===== config.mk =====
export PLATFORM = sky130hd
export DESIGN_NAME = buck_gate_ctrl
export DESIGN_NICKNAME = d
export VERILOG_FILES = /design/src/rtl/buck_gc_pkg.sv /design/src/rtl/gc_cycle_timer.sv /design/src/rtl/gc_on_time.sv /design/src/rtl/gc_dead_band.sv /design/src/rtl/buck_gate_ctrl.sv
export SDC_FILE = /design/constraint.sdc
export NUM_CORES = 1
export LEC_CHECK = 0
export ABC_CLOCK_PERIOD_IN_PS = 2100
export CORE_ASPECT_RATIO = 0.9
export CORE_UTILIZATION = 51
export CTS_CLUSTER_DIAMETER = 100
export DETAILED_ROUTE_END_ITERATION = 10
export HOLD_SLACK_MARGIN = 0.08
export PLACE_DENSITY = 0.75
export SLEW_MARGIN = 20
export SYNTH_ARGS = -nofsm -noshare
export SYNTH_HDL_FRONTEND = slang
export SYNTH_SLANG_ARGS = --single-unit

===== constraint.sdc =====
create_clock -name clk -period 2.1 [get_ports clk]
set_clock_uncertainty 0.2 [all_clocks]
set_input_delay 0.315 -clock clk [delete_from_list [all_inputs] [get_ports clk]]
set_output_delay 0.315 -clock clk [all_outputs]
set_load 0.01 [all_outputs]

===== src/rtl/buck_gc_pkg.sv =====
package buck_gc_pkg;

  typedef enum logic [1:0] {
    MODE_OFF = 2'b00,
    MODE_LOW = 2'b01,
    MODE_RUN = 2'b10,
    MODE_RSV = 2'b11
  } mode_e;

  typedef enum logic [1:0] {
    TGT_NONE = 2'b00,
    TGT_HS   = 2'b01,
    TGT_LS   = 2'b10
  } target_e;

endpackage


===== src/rtl/gc_cycle_timer.sv =====
module gc_cycle_timer #(
  parameter int PERIOD = 200,
  localparam int CW = $clog2(PERIOD)
) (
  input  logic          clk,
  input  logic          rst,
  output logic [CW-1:0] cnt_o,
  output logic          wrap_o,
  output logic          tick_o
);

  logic [CW-1:0] cnt_q;
  logic          tick_q;

  assign wrap_o = (cnt_q == CW'(PERIOD - 1));

  always_ff @(posedge clk) begin
    if (rst) begin
      cnt_q  <= '0;
      tick_q <= 1'b0;
    end else begin
      tick_q <= wrap_o;
      if (wrap_o) cnt_q <= '0;
      else        cnt_q <= cnt_q + 1'b1;
    end
  end

  assign cnt_o  = cnt_q;
  assign tick_o = tick_q;

  // the tick marks phase zero and never lasts two clocks
  p_tick_phase_r2: assert property (@(posedge clk) disable iff (rst)
    tick_q |-> (cnt_q == '0));
  p_tick_single_r2: assert property (@(posedge clk) disable iff (rst)
    tick_q |=> !tick_q);

endmodule


===== src/rtl/gc_on_time.sv =====
module gc_on_time
  import buck_gc_pkg::*;
#(
  parameter int PERIOD = 200,
  parameter int DEAD   = 3,
  parameter int BLANK  = 8,
  localparam int CW = $clog2(PERIOD)
) (
  input  logic          clk,
  input  logic          rst,
  input  logic [CW-1:0] cnt_i,
  input  logic          wrap_i,
  input  logic [1:0]    mode_i,
  input  logic          trip_i,
  input  logic          oc_i,
  output target_e       target_o,
  output logic          oc_evt_o,
  output logic          run_o
);

  localparam int ON_LIMIT  = PERIOD - 2 * DEAD - 3;
  localparam int BLANK_END = DEAD + 1 + BLANK;
  localparam logic [CW-1:0] LIMIT_C = CW'(ON_LIMIT);
  localparam logic [CW-1:0] BLANK_C = CW'(BLANK_END);

  mode_e mode_q;
  logic  hs_req_q;
  logic  oc_evt_q;
  logic  oc_hit;
  logic  end_now;

  assign oc_hit  = hs_req_q && oc_i && (cnt_i >= BLANK_C);
  assign end_now = hs_req_q && (trip_i || oc_hit || (cnt_i == LIMIT_C));

  always_ff @(posedge clk) begin
    if (rst) begin
      mode_q   <= MODE_OFF;
      hs_req_q <= 1'b0;
      oc_evt_q <= 1'b0;
    end else begin
      oc_evt_q <= oc_hit;
      if (wrap_i) begin
        mode_q   <= mode_e'(mode_i);
        hs_req_q <= (mode_e'(mode_i) == MODE_RUN);
      end else if (end_now) begin
        hs_req_q <= 1'b0;
      end
    end
  end

  always_comb begin
    unique case (mode_q)
      MODE_RUN: target_o = hs_req_q ? TGT_HS : TGT_LS;
      MODE_LOW: target_o = TGT_LS;
      default:  target_o = TGT_NONE;
    endcase
  end

  assign oc_evt_o = oc_evt_q;
  assign run_o    = (mode_q == MODE_RUN);

  // no request survives past the duty limit
  p_req_window_r8: assert property (@(posedge clk) disable iff (rst)
    hs_req_q |-> (cnt_i <= LIMIT_C));
  // a request only exists in normal mode
  p_req_mode_r3: assert property (@(posedge clk) disable iff (rst)
    hs_req_q |-> (mode_q == MODE_RUN));
  // one event at most per period
  p_oc_once_r7: assert property (@(posedge clk) disable iff (rst)
    oc_evt_q |=> !oc_evt_q);
  // an event means the request has ended
  p_oc_clears_r7: assert property (@(posedge clk) disable iff (rst)
    oc_evt_q |-> !hs_req_q);

endmodule


===== src/rtl/gc_dead_band.sv =====
module gc_dead_band
  import buck_gc_pkg::*;
#(
  parameter int DEAD = 3,
  localparam int DW = $clog2(DEAD + 1)
) (
  input  logic    clk,
  input  logic    rst,
  input  target_e target_i,
  output logic    hs_n_o,
  output logic    ls_o
);

  logic          hs_n_q;
  logic          ls_q;
  logic [DW-1:0] dcnt_q;

  always_ff @(posedge clk) begin
    if (rst) begin
      hs_n_q <= 1'b1;
      ls_q   <= 1'b0;
      dcnt_q <= DW'(DEAD - 1);
    end else if (!hs_n_q && target_i != TGT_HS) begin
      hs_n_q <= 1'b1;
      dcnt_q <= DW'(DEAD - 1);
    end else if (ls_q && target_i != TGT_LS) begin
      ls_q   <= 1'b0;
      dcnt_q <= DW'(DEAD - 1);
    end else if (hs_n_q && !ls_q) begin
      if (dcnt_q != '0)              dcnt_q <= dcnt_q - 1'b1;
      else if (target_i == TGT_HS)   hs_n_q <= 1'b0;
      else if (target_i == TGT_LS)   ls_q   <= 1'b1;
    end
  end

  assign hs_n_o = hs_n_q;
  assign ls_o   = ls_q;

  // Checker: clocks spent with both gates off, saturating at DEAD
  logic [DW-1:0] off_run_q;
  always_ff @(posedge clk) begin
    if (rst)                          off_run_q <= '0;
    else if (!hs_n_q || ls_q)         off_run_q <= '0;
    else if (off_run_q != DW'(DEAD))  off_run_q <= off_run_q + 1'b1;
  end

  // never both on
  p_no_overlap_r5: assert property (@(posedge clk) disable iff (rst)
    !(!hs_n_q && ls_q));
  // each turn-on follows at least DEAD off clocks
  p_gap_ls_r5: assert property (@(posedge clk) disable iff (rst)
    $rose(ls_q) |-> (off_run_q == DW'(DEAD)));
  p_gap_hs_r5: assert property (@(posedge clk) disable iff (rst)
    $fell(hs_n_q) |-> (off_run_q == DW'(DEAD)));

endmodule


===== src/rtl/buck_gate_ctrl.sv =====
module buck_gate_ctrl
  import buck_gc_pkg::*;
#(
  parameter int PERIOD = 200,
  parameter int DEAD   = 3,
  parameter int BLANK  = 8
) (
  input  logic       clk,
  input  logic       rst,
  input  logic [1:0] mode_i,
  input  logic       trip_i,
  input  logic       oc_sense_i,
  output logic       hs_gate_n_o,
  output logic       ls_gate_o,
  output logic       cyc_start_o,
  output logic       oc_event_o
);

  localparam int CW = $clog2(PERIOD);

  logic [CW-1:0] cnt;
  logic          wrap;
  target_e       target;
  logic          run;

  gc_cycle_timer #(.PERIOD(PERIOD)) u_timer (
    .clk    (clk),
    .rst    (rst),
    .cnt_o  (cnt),
    .wrap_o (wrap),
    .tick_o (cyc_start_o)
  );

  gc_on_time #(.PERIOD(PERIOD), .DEAD(DEAD), .BLANK(BLANK)) u_on_time (
    .clk      (clk),
    .rst      (rst),
    .cnt_i    (cnt),
    .wrap_i   (wrap),
    .mode_i   (mode_i),
    .trip_i   (trip_i),
    .oc_i     (oc_sense_i),
    .target_o (target),
    .oc_evt_o (oc_event_o),
    .run_o    (run)
  );

  gc_dead_band #(.DEAD(DEAD)) u_dead (
    .clk      (clk),
    .rst      (rst),
    .target_i (target),
    .hs_n_o   (hs_gate_n_o),
    .ls_o     (ls_gate_o)
  );

  // outside normal mode the high side is off after one settling clock
  p_hs_off_r9: assert property (@(posedge clk) disable iff (rst)
    (!run && $past(!run)) |-> hs_gate_n_o);
  // the high side is only on while the phase is inside the on window
  p_hs_window_r6: assert property (@(posedge clk) disable iff (rst)
    !hs_gate_n_o |-> (cnt <= CW'(PERIOD - 2 * DEAD - 2)));

endmodule


**Yosys cells after proc, flatten, opt, wreduce, memory -nomap -nowiden**

Index checks and enable logic that the tools add are counted.

- Add/sub/neg operators: 2
- Muxes and demuxes: 9
- Reductions and logical operators: 20
- $lt $le $gt $ge: 1
- Eq/ne operators: 11
- Bitwise operators: 3

Operators by type and width:

| operator | count |
|---|---|
| 8-bit == test, second input constant | 2 |
| 8-bit by 1-bit adder with 8-bit output, second input constant | 1 |
| 8-bit by 4-bit greater-or-equal comparator with 1-bit output, second input constant | 1 |
| 2-bit nonzero test | 4 |
| 1-bit two-way mux | 7 |
| 2-bit == test, second input constant | 3 |
| 1-bit logical AND | 6 |
| 2-bit by 1-bit != test with 1-bit output, second input constant | 3 |
| 5-bit AND reduction | 1 |
| 2-bit by 1-bit == test with 1-bit output, second input constant | 2 |
| 2-bit one-hot mux with 2 select lines | 1 |
| 4-bit AND reduction | 1 |
| 2-bit OR reduction | 2 |
| 1-bit inverter | 3 |
| 3-bit OR reduction | 1 |
| 1-bit zero test | 2 |
| 1-bit logical OR | 2 |
| 2-bit two-way mux | 1 |
| 2-bit != test, second input constant | 1 |
| 2-bit AND reduction | 1 |
| 2-bit by 1-bit subtractor with 2-bit output, second input constant | 1 |

- Word-level logic and storage cells: 54
- Register bits: 17
- Bits of input ports: 6
- Output and inout port bits: 4

**Depth between registers and ports, before layout**

Gate-level depths: netlist of run 1.

- Depth after elaboration: 8
- Depth in mapped cells: 6
- Depth with buffers taken out: 6

**Hierarchy**

From an unflattened synthesis of run 1, not the netlist that was laid out.

- Cell total of the unflattened synthesis: 92
- Area, all modules: 832.0 sq um

By module, submodules not included:

| module | times used | area each (sq um) | sequential area each (sq um) | cells an instance |
|---|---|---|---|---|
| gc_cycle_timer | 1 | 386.6 | 180.2 | 40 |
| gc_on_time | 1 | 229.0 | 80.1 | 27 |
| gc_dead_band | 1 | 216.5 | 80.1 | 25 |

**Least setup slack after synthesis of run 1**

Ideal clock, no wire load.

- Path type: reg-to-reg
- Start point: reg u_timer.cnt_q[0], in the netlist u_timer.cnt_o[0]
- End point: reg u_on_time.hs_req_q
- Path buffers: 1
- Cell stages (with the launch flop): 6
- Path slack: 0.490 ns
- Library setup time: 0.088 ns
- Clock period less this slack: 1.610 ns
- Data arrival time: 1.322 ns
- Required time: 1.812 ns
- Path through: dfxtp_1 > ha_1 > and4b_1 > a31o_1 > buf_6 > o32ai_2

- Word-level cells in the longest chain between the ends: 6
- Elaborated cells between the ends (all ways): 9
- Classes of those cells: order compare: 1; eq/ne: 2; mux: 1; reduce/logical: 5

RTL lines:

| element | RTL line | source |
|---|---|---|
| start: declaration | gc_cycle_timer.sv:12 | `logic [CW-1:0] cnt_q;` |
| start signal: assignment | gc_cycle_timer.sv:24 | `else cnt_q <= cnt_q + 1'b1;` |
| 8-bit by 4-bit greater-or-equal comparator with 1-bit output | gc_on_time.sv:32 | `assign oc_hit = hs_req_q && oc_i && (cnt_i >= BLANK_C);` |
| 1-bit logical AND | gc_on_time.sv:32 |  |
| 1-bit logical OR (2 in series) | gc_on_time.sv:33 | `assign end_now = hs_req_q && (trip_i \|\| oc_hit \|\| (cnt_i == LIMIT_C));` |
| 1-bit logical AND | gc_on_time.sv:33 |  |
| 2-bit nonzero test (no line) | - |  |
| end signal: assignment | gc_on_time.sv:44 | `hs_req_q <= (mode_e'(mode_i) == MODE_RUN);` |
| end: declaration | gc_on_time.sv:27 | `logic hs_req_q;` |

Several ways; a longest one is shown, not always the timed one.
A chain may end at the register's enable or synchronous reset.

**Worst setup path in the final report of run 1**

- Start point: reg u_dead.hs_n_q, in the netlist u_dead.hs_n_o
- End point: out hs_gate_n_o

RTL lines:

| element | RTL line | source |
|---|---|---|
| start: declaration | gc_dead_band.sv:14 | `logic hs_n_q;` |
| start signal: assignment | gc_dead_band.sv:20 | `hs_n_q <= 1'b1;` |
| start signal: assignment | gc_dead_band.sv:24 | `hs_n_q <= 1'b1;` |
| start signal: assignment | gc_dead_band.sv:31 | `else if (target_i == TGT_HS) hs_n_q <= 1'b0;` |
| end: declaration | buck_gate_ctrl.sv:13 | `output logic hs_gate_n_o,` |

No word-level cell between the ends.

==> flow_summary.json, run 1 <==
{
  "cell_family_with_most_cp_delay": "buffers and inverters",
  "clk_transition_reported_paths_ps": 90,
  "fin_util_pct": 68.0,
  "ctsResizeCount": 0,
  "slew_violations": 0,
  "wl_mm": 1.27,
  "hold_path_class": "flip-flop to flip-flop",
  "slew_headroom_pct": 79.7,
  "seq_area_frac_synth_pct": 43.9,
  "synth-adder-area-share_pct": 8.06,
  "post-layout-total-power_mw": 0.642,
  "timing.final.hold_violations": 0,
  "numCtsBuffers": 3,
  "grt_first_pass_wirelength_mm": 2.21,
  "fillers": 109,
  "critical_path_data_required_time_ps": 1580,
  "dpl.hpwl_microns": 963,
  "timing.critical_path.slowest_cell_delay_ps": 560,
  "drt_first_pass_iters": 4,
  "syn_area_sq_um": 776,
  "gp_congestion": 0.750,
  "multi_input_area_sq_um": 390,
  "fp.coreArea_sq_um": 1320,
  "grt_max_degree": 10,
  "most-common-layout-cells": "sky130_fd_sc_hd__dfxtp_1, sky130_fd_sc_hd__nor2_1, sky130_fd_sc_hd__inv_1, sky130_fd_sc_hd__clkdlybuf4s50_1, sky130_fd_sc_hd__nand2_1",
  "cp-startpoint": "u_dead.hs_n_o",
  "timing_worst_setup_path_type": "flip-flop to primary output",
  "worst_r2r_startpoint": "u_on_time.mode_q[0]",
  "grt_usage_pct": 19.2,
  "edff_count_synth": 0,
  "synth-main-ff-cell": "sky130_fd_sc_hd__dfxtp_1",
  "worst_ir_drop_vdd_mv": 0.498,
  "nNetsFinal": 110,
  "critical_path.n_buffers_inverters": 1,
  "worstSetupEndpointType": "primary output",
  "synthesis.area_per_instance_sq_um": 9.02,
  "synth_xor_xnor_area_share_pct": 6.77,
  "synth_top_family_by_area": "simple AND/OR/NAND/NOR gates",
  "viasPerCell": 5.34,
  "layout.cells.most_common": "sky130_fd_sc_hd__dfxtp_1",
  "clk-insertion-delay-late_ps": 300,
  "run_status": "finished clean",
  "grt_pass1_vias": 496,
  "setup_tns_ps": 0,
  "drc_errors": 0,
  "chipHeight_microns": 39,
  "worst_hold_slack_ps": 226,
  "worstHoldStart": "u_on_time.hs_req_q",
  "yosys-mux-area-fraction_pct": 2.74,
  "clock_sinks": 17,
  "timing.hold.worst_path_depth": 1,
  "timing.critical_path.fanout_max": 5,
  "cts-root-to-sink-buffers": 2,
  "insertedDiodeCount": 0,
  "maxCapViolations": 0,
  "detail_route.iter0.violations": 22,
  "grt_setup_unrepaired": "no",
  "syn-instance-count": 86,
  "synth_fp_nets": 97,
  "holdPathEnd": "u_dead.hs_n_o",
  "initial_core_util_pct": 58.7,
  "finalCritPeriodShare_pct": 84.7,
  "antenna_violations_before_repair": 0,
  "synthSimpleGateAreaFrac_pct": 19.0,
  "ant_nets": 0,
  "power_per_cell_area_nw_per_um2": 715,
  "cts-htree-levels": 1,
  "dieWidth_microns": 43.1,
  "critical_path_arrival_ps": 1260,
  "port_buffers": 9,
  "power_leakage_nw": 0.341,
  "worst-r2r-setup-slack_ps": 390,
  "tritoncts": "built",
  "final_layout_size_suffix_gt1_share_pct": 5.10,
  "worst-slew-pin-transition_ps": 305,
  "synthArstFlopShare_pct": 0,
  "clock-root-buffer": "sky130_fd_sc_hd__clkbuf_4",
  "synthDistinctLibCells": 25,
  "average_routed_wire_per_standard_cell_microns": 11.3,
  "dpl_cell_area_sq_um": 872,
  "fmaxAchievable_mhz": 562,
  "post-route-cell-area_sq_um": 898,
  "critical_path.startpoint_type": "flip-flop",
  "standard_cell_row_count": 12,
  "yosys_warnings": 0,
  "min_cycle_time_layout_ps": 1780,
  "hold_buffers": 0,
  "final-setup-viol-count": 0,
  "crit_chain": "clkdlybuf4s50_1",
  "cts_setup_buffers": 0,
  "final-seq-area_sq_um": 340,
  "r2r_end": "u_dead.dcnt_q[1]",
  "synth_compound_gate_area_share_pct": 13.7,
  "fp.dieArea_sq_um": 1680,
  "syn_to_final_growth_pct": 15.8,
  "cpMaxStageDelayCell": "sky130_fd_sc_hd__clkdlybuf4s50_1",
  "grt_overflow": 0,
  "num_vias": 598,
  "postSynthRegisterBits": 17,
  "r2r.worst_path.cells": 6,
  "pin_count": 10
}
## flip-flops by register name, summed over array words and instances, names as in the netlist
register            cells
u_timer.cnt_o           8
u_dead.ls_o             1
u_timer.tick_o          1
u_on_time.hs_req_q      1
u_dead.hs_n_o           1
u_on_time.oc_evt_o      1
u_dead.dcnt_q           2
u_on_time.mode_q        2
## worst register-to-register path: stages (launching register included)
cell and delay (ps):
sky130_fd_sc_hd__dfxtp_1 340, sky130_fd_sc_hd__inv_1 60, sky130_fd_sc_hd__ha_1 260, sky130_fd_sc_hd__nand2b_1 120, sky130_fd_sc_hd__a31oi_1 110, sky130_fd_sc_hd__a211o_1 300
sky130_fd_sc_hd__a211o_1 220
## report_power, final
group / internal [mW] / switching [mW] / leakage, nW / total, mW
clock network: 0.0741 / 0.0992 / 0.0150 / 0.173
registers: 0.345 / 0.0121 / 0.138 / 0.357
logic: 0.0557 / 0.0558 / 0.187 / 0.111
total: 0.475 / 0.167 / 0.341 / 0.642
## cell type report
| class | count | area share, % |
|---|---|---|
| clock buffers | 4 | 2.92 |
| inverters | 9 | 3.76 |
| repair buffers | 9 | 10.0 |
| well taps | 14 | 1.95 |
| multi-input cells | 59 | 43.5 |
| flip-flops and latches | 17 | 37.9 |
## layer usage
| metal | vias to the layer above | track usage [%] | wire length [microns] |
|---|---|---|---|
| li1 | 313 | - | - |
| met1 | 265 | 24.4 | 653 |
| met2 | 15 | 25.4 | 502 |
| met3 | 5 | 8.41 | 72 |
| met4 | 0 | 13.6 | 38 |
| met5 | - | 0 | 0 |
## cell usage after synthesis, drive strengths merged, types with 2 or more instances
| master | n | area [sq um] |
|---|---|---|
| nand2b | 2 | 12.5 |
| a211o | 2 | 17.5 |
| dfxtp | 17 | 340 |
| nand2 | 7 | 26.3 |
| a21oi | 4 | 20.0 |
| inv | 9 | 33.8 |
| nand3 | 4 | 20.0 |
| xor2 | 2 | 17.5 |
| nor2 | 12 | 45.0 |
| xnor2 | 4 | 35.0 |
| ha | 5 | 62.6 |
| o21ai | 4 | 20.0 |
| and4b | 2 | 20.0 |
## logic make-up after synthesis
family                     Yosys count
AOI/OAI and AO/OA                   15
buffers and inverters               10
xor gates and xnor gates             6
DFF                                 17
adders and majority gates            5
and+or+nand+nor                     31
muxes                                2
## worst max path at each step
stage,slack [ps],endpoint,cells after the start
floorplan,490,u_on_time.hs_req_q,5
global placement,370,u_on_time.hs_req_q,3
detailed placement,340,u_on_time.hs_req_q,3
CTS,310,hs_gate_n_o,1
global route,270,hs_gate_n_o,1
finish,320,hs_gate_n_o,1
## through the flow
step	cells	worst slack (ps)
finish	112	322
global placement	108	367
global route	112	269
floorplan	86	490
detailed placement	108	341
CTS	112	310
Power figures use the tool's default switching activity.
==> inputs of run 2 (changes only) <==
- ABC_CLOCK_PERIOD_IN_PS: 2100 -> 1900
- clock period: 2.1 -> 1.9 ns (I/O delays scaled with it)
==> flow_summary.json, run 2 (same netlist as run 1, synthesis figures left out) <==
{
  "insertedDiodeCount": 0,
  "grt_setup_unrepaired": "no",
  "most-common-layout-cells": "sky130_fd_sc_hd__dfxtp_1, sky130_fd_sc_hd__nor2_1, sky130_fd_sc_hd__inv_1, sky130_fd_sc_hd__clkdlybuf4s50_1, sky130_fd_sc_hd__nand2_1",
  "numCtsBuffers": 3,
  "worst_r2r_startpoint": "u_on_time.mode_q[0]",
  "num_vias": 590,
  "pre_cts_ws_ps": 162,
  "syn_to_final_growth_pct": 16.0,
  "largest_register_ff_count": 8,
  "grt_max_degree": 11,
  "cts-root-to-sink-buffers": 2,
  "finalCritPeriodShare_pct": 92.6,
  "cp-startpoint": "u_dead.hs_n_o",
  "final_layout_size_suffix_gt1_share_pct": 6.12,
  "layout.cells.most_common": "sky130_fd_sc_hd__dfxtp_1",
  "timing.critical_path.slowest_cell_delay_ps": 560,
  "port_buffers": 9,
  "standard_cell_row_count": 12,
  "cts-htree-levels": 1,
  "min_cycle_time_layout_ps": 1760,
  "worst_hold_slack_ps": 249,
  "worstSetupEndpointType": "primary output",
  "critical_path.n_buffers_inverters": 1,
  "gp_congestion": 0.752,
  "pin_count": 10,
  "hold_buffers": 0,
  "fp.coreArea_sq_um": 1320,
  "timing_worst_setup_path_type": "flip-flop to primary output",
  "average_routed_wire_per_standard_cell_microns": 11.0,
  "initial_core_util_pct": 58.7,
  "crit_chain": "clkdlybuf4s50_1",
  "setup_tns_ps": 0,
  "hold_path_class": "flip-flop to flip-flop",
  "worstHoldStart": "u_on_time.hs_req_q",
  "grt_overflow": 0,
  "ctsResizeCount": 0,
  "grt_usage_pct": 17.6,
  "dpl.hpwl_microns": 965,
  "dieWidth_microns": 43.1,
  "tritoncts": "built",
  "worst_ir_drop_vdd_mv": 0.729,
  "cts_setup_buffers": 0,
  "worst-r2r-setup-slack_ps": 150,
  "viasPerCell": 5.27,
  "clk-insertion-delay-late_ps": 300,
  "antenna_violations_before_repair": 0,
  "critical_path_data_required_time_ps": 1410,
  "ant_nets": 0,
  "slew_headroom_pct": 79.7,
  "detail_route.iter0.violations": 15,
  "cpMaxStageDelayCell": "sky130_fd_sc_hd__clkdlybuf4s50_1",
  "drc_errors": 0,
  "cell_family_with_most_cp_delay": "buffers and inverters",
  "timing.final.hold_violations": 0,
  "critical_path.startpoint_type": "flip-flop",
  "maxCapViolations": 0,
  "fmaxAchievable_mhz": 568,
  "clock_sinks": 17,
  "fp.dieArea_sq_um": 1680,
  "timing.critical_path.fanout_max": 5,
  "clk_transition_reported_paths_ps": 110,
  "chipHeight_microns": 39,
  "critical_path_arrival_ps": 1280,
  "grt_pass1_vias": 490,
  "worst-slew-pin-transition_ps": 305,
  "fillers": 110,
  "clock-root-buffer": "sky130_fd_sc_hd__clkbuf_4",
  "nNetsFinal": 110,
  "drt_first_pass_iters": 4,
  "power_leakage_nw": 0.343,
  "setup_ws_ps": 140,
  "grt_first_pass_wirelength_mm": 2.11,
  "run_status": "finished clean",
  "power_per_cell_area_nw_per_um2": 798,
  "final-setup-viol-count": 0,
  "wl_mm": 1.23,
  "slew_violations": 0
}
run 2: changes by cell type in the layout (fill, tap and decap cells not counted):
cell                       before  now
sky130_fd_sc_hd__clkbuf_1       1    0
sky130_fd_sc_hd__clkinv_2       0    1
run 2: per-stage QoR:
step           power, mW  cell area [sq um]  util, %  std cells
5_1_grt            0.754                900     68.1        112
3_5_place_dp       0.532                872     66.0        108
3_3_place_gp       0.524                872     66.0        108
4_1_cts            0.726                900     68.1        112
2_1_floorplan      0.500                776        -         86
6_report           0.718                900     68.1        112
run 2: per-layer routing:
metal  global-route usage (%)  part of all wire [%]  wire length, microns  vias up
met2                     26.1                    38                   471        8
met3                     2.80                   2.7                    33        2
met1                     25.3                    58                   708      264
met5                        0                     0                     0        -
met4                     6.82                   1.1                    14        0
li1                         -                     -                     -      316
run 2: path summary, 6_finish.rpt:
| check | cells past startpoint | to |
|---|---|---|
| hold reg to reg | 1 | u_dead.hs_n_o |
| hold / removal | 1 | u_dead.hs_n_o |
| setup / recovery | 1 | hs_gate_n_o |
| setup reg to reg | 6 | u_dead.dcnt_q[1] |
run 2: area by class of cell:
class / instances / area (sq um) / share of cell area [%]
Multi-Input combinational cell: 59 / 390 / 43.4
Sequential cell: 17 / 340 / 37.8
Timing Repair Buffer: 9 / 90.1 / 10.0
Inverter: 9 / 33.8 / 3.76
Clock buffer: 3 / 22.5 / 2.50
Tap cell: 14 / 17.5 / 1.95
Clock inverter: 1 / 5.00 / 0.556
run 2: where the power goes:
group / total (mW) / internal [mW] / switching (mW)
Clock: 0.194 / 0.0783 / 0.115
Combinational: 0.128 / 0.0616 / 0.0665
Sequential: 0.396 / 0.382 / 0.0142
==> inputs of run 3 (changes only) <==
- CAP_MARGIN: default -> 20
- CORE_UTILIZATION: 51 -> 45
- PLACE_DENSITY: 0.75 -> 0.67
==> flow_summary.json, run 3 (same netlist as run 1, synthesis figures left out) <==
{
  "run_status": "finished clean",
  "clock_sinks": 17,
  "final-seq-area_sq_um": 340,
  "insertedDiodeCount": 0,
  "r2r.worst_path.cells": 4,
  "timing.critical_path.fanout_max": 5,
  "worst_ir_drop_vdd_mv": 0.588,
  "worst_hold_slack_ps": 245,
  "detail_route.iter0.violations": 10,
  "largest_register_ff_count": 8,
  "hold_buffers": 0,
  "port_buffers": 9,
  "grt_setup_unrepaired": "no",
  "clock-root-buffer": "sky130_fd_sc_hd__clkbuf_4",
  "post-route-cell-area_sq_um": 916,
  "ctsResizeCount": 0,
  "clk_transition_reported_paths_ps": 100,
  "critical_path_arrival_ps": 1250,
  "post-layout-total-power_mw": 0.712,
  "dieWidth_microns": 45.8,
  "fillers": 132,
  "timing_worst_setup_path_type": "flip-flop to primary output",
  "setup_tns_ps": 0,
  "final_cells": 121,
  "critical_path.n_buffers_inverters": 1,
  "hold_path_class": "flip-flop to flip-flop",
  "gp_congestion": 0.768,
  "r2r_end": "u_on_time.hs_req_q",
  "grt_use_met3_pct": 2.59,
  "timing.critical_path.to": "hs_gate_n_o",
  "pin_count": 10,
  "pre_cts_ws_ps": 206,
  "timing.final.hold_violations": 0,
  "num_vias": 587,
  "drt_first_pass_iters": 4,
  "tritoncts": "built",
  "power_leakage_nw": 0.345,
  "fmaxAchievable_mhz": 576,
  "grt_max_degree": 10,
  "fp.dieArea_sq_um": 1890,
  "maxCapViolations": 0,
  "worstSetupPathDepth": 1,
  "fin_util_pct": 59.9,
  "grt_overflow": 0,
  "wl_mm": 1.27,
  "critical_path.startpoint_type": "flip-flop",
  "standard_cell_row_count": 13,
  "post-place-cells": 117,
  "fp.coreArea_sq_um": 1530,
  "final_layout_size_suffix_gt1_share_pct": 6.06,
  "worstSetupEndpointType": "primary output",
  "cpMaxStageDelayCell": "sky130_fd_sc_hd__clkdlybuf4s50_1",
  "viasPerCell": 4.85,
  "multi_input_area_sq_um": 390,
  "critical_path_data_required_time_ps": 1410,
  "cell_family_with_most_cp_delay": "buffers and inverters",
  "crit_chain": "clkdlybuf4s50_1",
  "finalCritPeriodShare_pct": 91.4,
  "timing.critical_path.slowest_cell_delay_ps": 560,
  "setup_ws_ps": 164,
  "ant_nets": 0,
  "grt_first_pass_wirelength_mm": 2.13,
  "min_cycle_time_layout_ps": 1740,
  "average_routed_wire_per_standard_cell_microns": 10.5,
  "dpl.hpwl_microns": 975,
  "slew_headroom_pct": 77.9,
  "cts-root-to-sink-buffers": 2,
  "grt_usage_pct": 16.4,
  "layout.cells.most_common": "sky130_fd_sc_hd__dfxtp_1",
  "grt_pass1_vias": 503,
  "drc_errors": 0,
  "dpl_cell_area_sq_um": 890,
  "cp-startpoint": "u_dead.hs_n_o",
  "clk-insertion-delay-late_ps": 280,
  "final-setup-viol-count": 0,
  "power_per_cell_area_nw_per_um2": 778,
  "nNetsFinal": 111,
  "grt_use_met2_pct": 23.9,
  "numCtsBuffers": 3,
  "syn_to_final_growth_pct": 18.1,
  "most-common-layout-cells": "sky130_fd_sc_hd__dfxtp_1, sky130_fd_sc_hd__nor2_1, sky130_fd_sc_hd__inv_1, sky130_fd_sc_hd__clkdlybuf4s50_1, sky130_fd_sc_hd__nand2_1",
  "worst-r2r-setup-slack_ps": 190,
  "worst_r2r_startpoint": "u_timer.cnt_o[0]",
  "grtUsageMet1_pct": 23.4,
  "worst-slew-pin-transition_ps": 332,
  "grt-busiest-layer": "met2",
  "slew_violations": 0,
  "chipHeight_microns": 41.4,
  "cts_setup_buffers": 0,
  "antenna_violations_before_repair": 0,
  "initial_core_util_pct": 50.7,
  "cts-htree-levels": 1
}
## run 3: cell types whose count changed in the layout (fill, tap and decap cells not counted)
cell,change
sky130_fd_sc_hd__buf_4,+1
sky130_fd_sc_hd__clkbuf_1,+1
sky130_fd_sc_hd__clkinv_2,-1
## run 3: worst min path at each step
stage,from,end,cells after the start
floorplan,rst,u_dead.ls_o,1
global placement,u_on_time.hs_req_q,u_dead.hs_n_o,1
CTS,u_on_time.hs_req_q,u_dead.hs_n_o,1
global route,u_on_time.hs_req_q,u_dead.hs_n_o,1
detailed placement,u_on_time.hs_req_q,u_dead.hs_n_o,1
finish,u_on_time.hs_req_q,u_dead.hs_n_o,1
## run 3: cell type report
| cell class | instances | area share [%] |
|---|---|---|
| inverters | 9 | 3.69 |
| repair buffers | 10 | 10.7 |
| flip-flops and latches | 17 | 37.2 |
| well taps | 22 | 3.01 |
| clock buffers | 4 | 2.87 |
| multi-input cells | 59 | 42.6 |
## run 3: layer usage
metal	part of all wire [%]	wire length, microns
met1	54	683
met2	42	529
met3	3.8	48
met4	0.39	5
met5	0	0
## run 3: report_power, final
group | internal (mW) | switching (mW)
registers | 0.382 | 0.0138
logic | 0.0644 | 0.0640
clock network | 0.0814 | 0.107
